$ cat src/rtl/sertx_pkg.sv
// Shared types and helpers for the double-buffered serial transmitter.
// Assumes the frame sequencer walks the states in declaration order.
package sertx_pkg;

    typedef enum logic [2:0] {
        ST_IDLE,
        ST_START,
        ST_DATA,
        ST_PAR,
        ST_STOP
    } tx_state_t;

    localparam logic [1:0] STOP_FRAC = 2'b00;
    localparam logic [1:0] STOP_ONE  = 2'b01;

    // Parity bit for a byte; short frames ignore the top bit.
    function automatic logic par_of(input logic [7:0] d, input logic len8, input logic odd);
        logic [7:0] m;
        m = len8 ? d : {1'b0, d[6:0]};
        return (^m) ^ odd;
    endfunction

endpackage

$ cat src/rtl/sertx_hold.sv
// Holding register with full flag.
// Assumes a write and a hand-off in the same cycle: the write wins and
// leaves the register full with the new byte.
module sertx_hold #(
    parameter int DW = 8
) (
    input  logic          clk,
    input  logic          rst_n,
    input  logic          wr_en,
    input  logic [DW-1:0] wr_data,
    input  logic          take,
    output logic          full,
    output logic [DW-1:0] data
);

    // Capture written bytes and track occupancy.
    always_ff @(posedge clk) begin
        if (!rst_n) begin
            full <= 1'b0;
            data <= '0;
        end else if (wr_en) begin
            full <= 1'b1;
            data <= wr_data;
        end else if (take) begin
            full <= 1'b0;
        end
    end

    p_write_fills_r6: assert property (@(posedge clk) disable iff (!rst_n)
        wr_en |=> full && data == $past(wr_data));

    p_take_empties_r7: assert property (@(posedge clk) disable iff (!rst_n)
        take && !wr_en |=> !full);

endmodule

$ cat src/rtl/sertx_seq.sv
// Frame sequencer: start bit, data LSB first, optional parity, stop period.
// Every step is gated by the 16x tick. Frame settings are latched on load.
// Assumes DW is 8, so the short length is DW-1 bits.
module sertx_seq
    import sertx_pkg::*;
#(
    parameter int DW  = 8,
    parameter int TPB = 16
) (
    input  logic          clk,
    input  logic          rst_n,
    input  logic          tick,
    input  logic          pend,
    input  logic [DW-1:0] pend_data,
    input  logic          cfg_len8,
    input  logic          cfg_par_en,
    input  logic          cfg_par_odd,
    input  logic [1:0]    cfg_stop,
    output logic          load,
    output logic          txd,
    output logic          busy
);

    localparam int CW = $clog2(2 * TPB);
    localparam int BW = $clog2(DW);
    localparam logic [CW-1:0] BIT_LAST  = CW'(TPB - 1);
    localparam logic [CW-1:0] FRAC_LAST = CW'((TPB * 7) / 8 - 1);
    localparam logic [CW-1:0] TWO_LAST  = CW'(2 * TPB - 1);

    tx_state_t     state;
    logic [CW-1:0] tcnt;
    logic [BW-1:0] bitn;
    logic [DW-1:0] shreg;
    logic          parb;
    logic          f_len8;
    logic          f_par;
    logic [1:0]    f_stop;
    logic [CW-1:0] stop_last;
    logic [CW-1:0] limit;
    logic [BW-1:0] last_bit;
    logic          bit_end;

    // Decode the latched stop setting into a tick limit.
    always_comb begin
        case (f_stop)
            STOP_FRAC: stop_last = FRAC_LAST;
            STOP_ONE:  stop_last = BIT_LAST;
            default:   stop_last = TWO_LAST;
        endcase
    end

    // Select the length of the current bit and detect its last tick.
    always_comb begin
        limit    = (state == ST_STOP) ? stop_last : BIT_LAST;
        last_bit = f_len8 ? BW'(DW - 1) : BW'(DW - 2);
        bit_end  = tick && (state != ST_IDLE) && (tcnt == limit);
    end

    // Hand-off from idle, or directly at the end of a stop period.
    always_comb begin
        load = pend && ((state == ST_IDLE) || (state == ST_STOP && bit_end));
    end

    // Advance the frame one tick at a time.
    always_ff @(posedge clk) begin
        if (!rst_n) begin
            state  <= ST_IDLE;
            tcnt   <= '0;
            bitn   <= '0;
            shreg  <= '0;
            parb   <= 1'b0;
            f_len8 <= 1'b1;
            f_par  <= 1'b0;
            f_stop <= STOP_ONE;
        end else if (load) begin
            state  <= ST_START;
            tcnt   <= '0;
            bitn   <= '0;
            shreg  <= pend_data;
            parb   <= par_of(pend_data, cfg_len8, cfg_par_odd);
            f_len8 <= cfg_len8;
            f_par  <= cfg_par_en;
            f_stop <= cfg_stop;
        end else if (bit_end) begin
            tcnt <= '0;
            case (state)
                ST_START: state <= ST_DATA;
                ST_DATA: begin
                    shreg <= shreg >> 1;
                    bitn  <= bitn + 1'b1;
                    if (bitn == last_bit) state <= f_par ? ST_PAR : ST_STOP;
                end
                ST_PAR:  state <= ST_STOP;
                default: state <= ST_IDLE;
            endcase
        end else if (tick && state != ST_IDLE) begin
            tcnt <= tcnt + 1'b1;
        end
    end

    // Line level for the current state.
    always_comb begin
        case (state)
            ST_START: txd = 1'b0;
            ST_DATA:  txd = shreg[0];
            ST_PAR:   txd = parb;
            default:  txd = 1'b1;
        endcase
        busy = (state != ST_IDLE);
    end

    p_load_starts_r7: assert property (@(posedge clk) disable iff (!rst_n)
        load |=> busy && !txd);

    p_no_tick_hold_r12: assert property (@(posedge clk) disable iff (!rst_n)
        !tick && !load |=> $stable(state) && $stable(tcnt) && $stable(txd));

    p_busy_end_r9: assert property (@(posedge clk) disable iff (!rst_n)
        $fell(busy) |-> $past(tick) && !$past(pend));

    p_stop_len_r5: assert property (@(posedge clk) disable iff (!rst_n)
        state == ST_STOP && tick && tcnt > stop_last |-> 1'b0);

endmodule

$ cat src/rtl/sertx_dbuf.sv
// Top of the double-buffered asynchronous transmitter.
// Joins the holding register to the frame sequencer.
// Assumes tick is a single-cycle enable at 16x the baud rate.
module sertx_dbuf #(
    parameter int DW  = 8,
    parameter int TPB = 16
) (
    input  logic          clk,
    input  logic          rst_n,
    input  logic          tick,
    input  logic          wr_en,
    input  logic [DW-1:0] wr_data,
    output logic [DW-1:0] rd_data,
    input  logic          cfg_len8,
    input  logic          cfg_par_en,
    input  logic          cfg_par_odd,
    input  logic [1:0]    cfg_stop,
    output logic          txd,
    output logic          buf_empty,
    output logic          busy
);

    logic hold_full;
    logic load;

    sertx_hold #(.DW(DW)) u_hold (
        .clk     (clk),
        .rst_n   (rst_n),
        .wr_en   (wr_en),
        .wr_data (wr_data),
        .take    (load),
        .full    (hold_full),
        .data    (rd_data)
    );

    sertx_seq #(.DW(DW), .TPB(TPB)) u_seq (
        .clk         (clk),
        .rst_n       (rst_n),
        .tick        (tick),
        .pend        (hold_full),
        .pend_data   (rd_data),
        .cfg_len8    (cfg_len8),
        .cfg_par_en  (cfg_par_en),
        .cfg_par_odd (cfg_par_odd),
        .cfg_stop    (cfg_stop),
        .load        (load),
        .txd         (txd),
        .busy        (busy)
    );

    // Status output from holding occupancy.
    always_comb buf_empty = !hold_full;

    p_handoff_empty_r8: assert property (@(posedge clk) disable iff (!rst_n)
        load && !wr_en |=> buf_empty && busy);

endmodule

$ cat config.mk
export PLATFORM = sky130hd
export DESIGN_NAME = sertx_dbuf
export DESIGN_NICKNAME = d
export VERILOG_FILES = /design/src/rtl/sertx_pkg.sv /design/src/rtl/sertx_hold.sv /design/src/rtl/sertx_seq.sv /design/src/rtl/sertx_dbuf.sv
export SDC_FILE = /design/constraint.sdc
export NUM_CORES = 1
export LEC_CHECK = 0
export BUFFER_PORTS_ARGS = -buffer_cell sky130_fd_sc_hd__buf_2
export CAP_MARGIN = 25
export CORE_MARGIN = 2
export CORE_UTILIZATION = 40
export CTS_CLUSTER_SIZE = 24
export DETAILED_ROUTE_END_ITERATION = 10
export GPL_ROUTABILITY_DRIVEN = 0
export PLACE_DENSITY = 0.6
export REMOVE_ABC_BUFFERS = 1
export SLEW_MARGIN = 25
export SYNTH_ARGS = -nofsm -noshare
export SYNTH_HDL_FRONTEND = slang
export SYNTH_SLANG_ARGS = --single-unit
$ cat constraint.sdc
create_clock -name clk -period 4.5 [get_ports clk]
set_input_delay 0.9 -clock clk [delete_from_list [all_inputs] [get_ports clk]]
set_output_delay 0.9 -clock clk [all_outputs]
set_load 0.01 [all_outputs]
==> summary.md <==
### Clock tree
* H-tree levels: 2
* post-CTS setup buffer count: 0
* buffer depth of the longest clock path: 2
* clock transition at the registers of the reported paths: 0.06 ns
* CTS root buf: sky130_fd_sc_hd__clkbuf_8
* clock insertion delay at the later pin of the skew report: 0.29 ns
* Resize count post-CTS: 0
* # clock sinks: 33
* number of buffers created by CTS: 5
* TritonCTS clock tree: built
* cts hold-fix bufs: 0

### STA
* pin slew with the least headroom to its limit: 0.724 ns
* Peak Freq: 0.422 GHz
* final critical path time including I/O delays and setup: 2.37 ns
* number of hold-slack violations in the final timing report: 0
* setup violation total in the final timing report: 0
* RSZ-0062 raised after global routing: false
* worst relative slew slack: 51.5%
* max-slew violations: 0
* share of the clock period used by the worst path after layout: 52.7%
* final total negative setup slack: 0 ns
* post-route clock skew: 0.00421 ns

### Synthesis
* Synth area leader: sky130_fd_sc_hd__dfxtp_1
* most used flip-flop cell after synthesis: sky130_fd_sc_hd__dfxtp_1
* xor and xnor fraction of the mapped netlist area: 8.68%
* Synth Area in Simple Gates: 19.1%
* most frequent cells after synthesis: sky130_fd_sc_hd__dfxtp_1 (33), sky130_fd_sc_hd__mux2i_1 (22), sky130_fd_sc_hd__nor2_1 (15), sky130_fd_sc_hd__xnor2_1 (12)
* cell with the most instances after synthesis: sky130_fd_sc_hd__dfxtp_1
* count of flip-flops with a built-in enable after synthesis: 0
* area share of fa/ha/maj cells after synthesis: 1.55%
* fraction of registers with async set/reset: 0%
* top cells by area in the synthesized netlist: sky130_fd_sc_hd__dfxtp_1 (41%), sky130_fd_sc_hd__mux2i_1 (14%), sky130_fd_sc_hd__xnor2_1 (6.5%)
* portion of synthesized cell area occupied by the leading cell type: 40.9%
* synthesized-area fraction occupied by ao, oa, aoi and oai cells: 11.9%
* post-synthesis sequential element count: 33
* Ys Warns: 0
* post-synthesis mux area share: 13.6%
* synthesized area divided by synthesized cell count: 9.39 um2
* portion of the post-synthesis area used by sequential elements: 40.9%
* cell area after synthesis: 1620 um2
* combinational family with the most area after synthesis: simple AND/OR/NAND/NOR gates
* count of different cell masters after synthesis: 35
* Syn Inst Count: 172

### Setup path
* Crit. End Element: flip-flop
* endpoint required time on the critical path: 4.67 ns
* worst-path cell with the longest stage delay: sky130_fd_sc_hd__nor4b_1
* Worst Path Buf+Inv: 1
* arrival time of the worst setup path: 2.54 ns
* setup slack of the most critical reg-to-reg path: 2.40 ns
* sort of element at the start of the critical path: input port
* worst setup path class: in -> reg
* critical path peak fanout: 11
* ordered list of cells on the worst path: buf_2 -> nand4_1 -> nor4b_1 -> nand2b_1 -> and2_1 -> mux2i_1 -> nor2_1
* slowest stage delay, CP: 0.44 ns
* dominant delay contributor by cell family on the critical path: simple AND/OR/NAND/NOR gates

### Power and ir drop
* Lkg Pwr: 0.797 nW
* Design Power: 0.608 mW
* largest vdd supply drop: 175 uV
* power density relative to cell area: 330 nW/um2

### Final layout
* # fillers: 391
* Synth-to-Final Area Change: 14.0%
* total non-filler cell area in the finished layout: 1840 um2
* fraction of final layout cells with drive strength greater than 1: 19.6%
* number of antenna diodes: 0
* net total in the final layout: 217
* Storage cell area: 661 um2
* combined area of the multi-input logic cells: 886 um2

### Global route
* number of global-route vias before repair: 1143
* sum of overflow across all layers after global routing: 0
* global router's overall resource usage: 15.4%
* largest net degree at the start of global routing: 24
* global-route wire length before repair: 5.09 mm
* antenna violations before repair: 0

### Placed design
* placed instance area: 1760 um2
* half-perimeter wire length after detailed placement: 2.33 mm
* total of buffers placed on input and output ports: 27

### Floorplanning
* effective utilization at floorplan: 41.0%
* die outline area: 4560 um2
* row count: 23
* vertical die dimension: 67.5 um
* number of top-level design ports: 28
* Die Width: 67.5 um
* total core area: 3940 um2

### Detailed routing
* Post-Route WL: 3.18 mm
* via total after detailed routing: 1259
* antenna viol nets, final: 0
* Pre-antenna DRT Iters: 4
* via-per-instance ratio: 5.06
* 1st-iter DRT viols: 59
* wire per inst: 12.8 um
* DRC violation count after routing: 0

### Status
* status: complete, no violations

### Flow run
* number of violations of the max-capacitance limit: 0

### Worst hold path
* path category of the worst min-delay check: reg -> reg

flip-flops by register name, indices dropped and copies added, names as in the netlist:
signal / flops
u_seq.state: 3
u_seq.parb: 1
u_seq.f_stop: 2
u_seq.f_par: 1
u_hold.full: 1
u_hold.data: 8
u_seq.shreg: 8
u_seq.f_len8: 1
u_seq.tcnt: 5
u_seq.bitn: 3
area by class of cell:
| cell class | count | share of cell area [%] |
|---|---|---|
| Multi-Input combinational cell | 127 | 48.1 |
| Sequential cell | 33 | 35.9 |
| Timing Repair Buffer | 27 | 7.34 |
| Clock buffer | 6 | 3.94 |
| Tap cell | 50 | 3.40 |
| Inverter | 4 | 0.815 |
| Clock inverter | 2 | 0.543 |
layout by cell type (no fill, tap or decap), types with 2 or more instances in the layout:
cell type and count:
sky130_fd_sc_hd__nor2b_1 10, sky130_fd_sc_hd__nand2_1 11, sky130_fd_sc_hd__dfxtp_1 33, sky130_fd_sc_hd__nand2b_1 4
sky130_fd_sc_hd__inv_1 3, sky130_fd_sc_hd__a21oi_1 11, sky130_fd_sc_hd__clkinv_2 2, sky130_fd_sc_hd__nand3_1 3
sky130_fd_sc_hd__ha_1 2, sky130_fd_sc_hd__clkbuf_8 5, sky130_fd_sc_hd__xnor2_1 12, sky130_fd_sc_hd__nand3b_1 2
sky130_fd_sc_hd__xor2_1 4, sky130_fd_sc_hd__o21ai_1 8, sky130_fd_sc_hd__buf_2 27, sky130_fd_sc_hd__nor3_1 3
sky130_fd_sc_hd__nor2_1 15, sky130_fd_sc_hd__and2_1 2, sky130_fd_sc_hd__mux2i_1 22, sky130_fd_sc_hd__nand4_1 4
through the flow:
stage / setup slack, ns / hold slack (ns) / util (%) / instances
after CTS: 2.11 / 0.486 / 46.7 / 249
after global routing: 1.91 / 0.516 / 46.7 / 249
after detailed placement: 1.81 / 0.477 / 44.6 / 241
final: 2.13 / 0.483 / 46.7 / 249
after global placement: 1.88 / 0.472 / 44.6 / 241
after floorplan: 2.18 / 0.461 / - / 164
cell families after synthesis:
family                     after synthesis
and+or+nand+nor                         60
DFF                                     33
AOI/OAI and AO/OA                       27
muxes                                   22
xor gates and xnor gates                16
buffers and inverters                   12
adders and majority gates                2
path summary, 6_finish.rpt:
check        depth (start not counted)      startpoint        endpoint
max reg2reg                          6  u_seq.state[1]    u_seq.f_len8
min                                  2      u_seq.parb      u_seq.parb
min reg2reg                          2      u_seq.parb      u_seq.parb
max                                  7            tick  u_seq.shreg[7]
worst register-to-register path, stage by stage, from the launching register on:
cell and delay (ns):
sky130_fd_sc_hd__dfxtp_1 0.39, sky130_fd_sc_hd__or4_1 0.52, sky130_fd_sc_hd__a211o_1 0.30, sky130_fd_sc_hd__a31oi_4 0.18, sky130_fd_sc_hd__o211ai_4 0.28, sky130_fd_sc_hd__mux2i_1 0.24
sky130_fd_sc_hd__nand2_1 0.07
layer usage:
layer  share of wire [%]  GRT usage [%]  up-vias
met5                   0              0        -
met2                  45           23.7       44
met3                 6.7           4.67        9
met4                 1.8           8.67        0
li1                    -              -      643
met1                  46           19.0      563
report_power, final:
part / total [mW] / internal, mW / leakage, nW / switching [mW]
Sequential: 0.318 / 0.306 / 0.270 / 0.0119
Clock: 0.213 / 0.107 / 0.0450 / 0.106
Combinational: 0.0765 / 0.0375 / 0.482 / 0.0390
(Power assumes the default switching activity.)
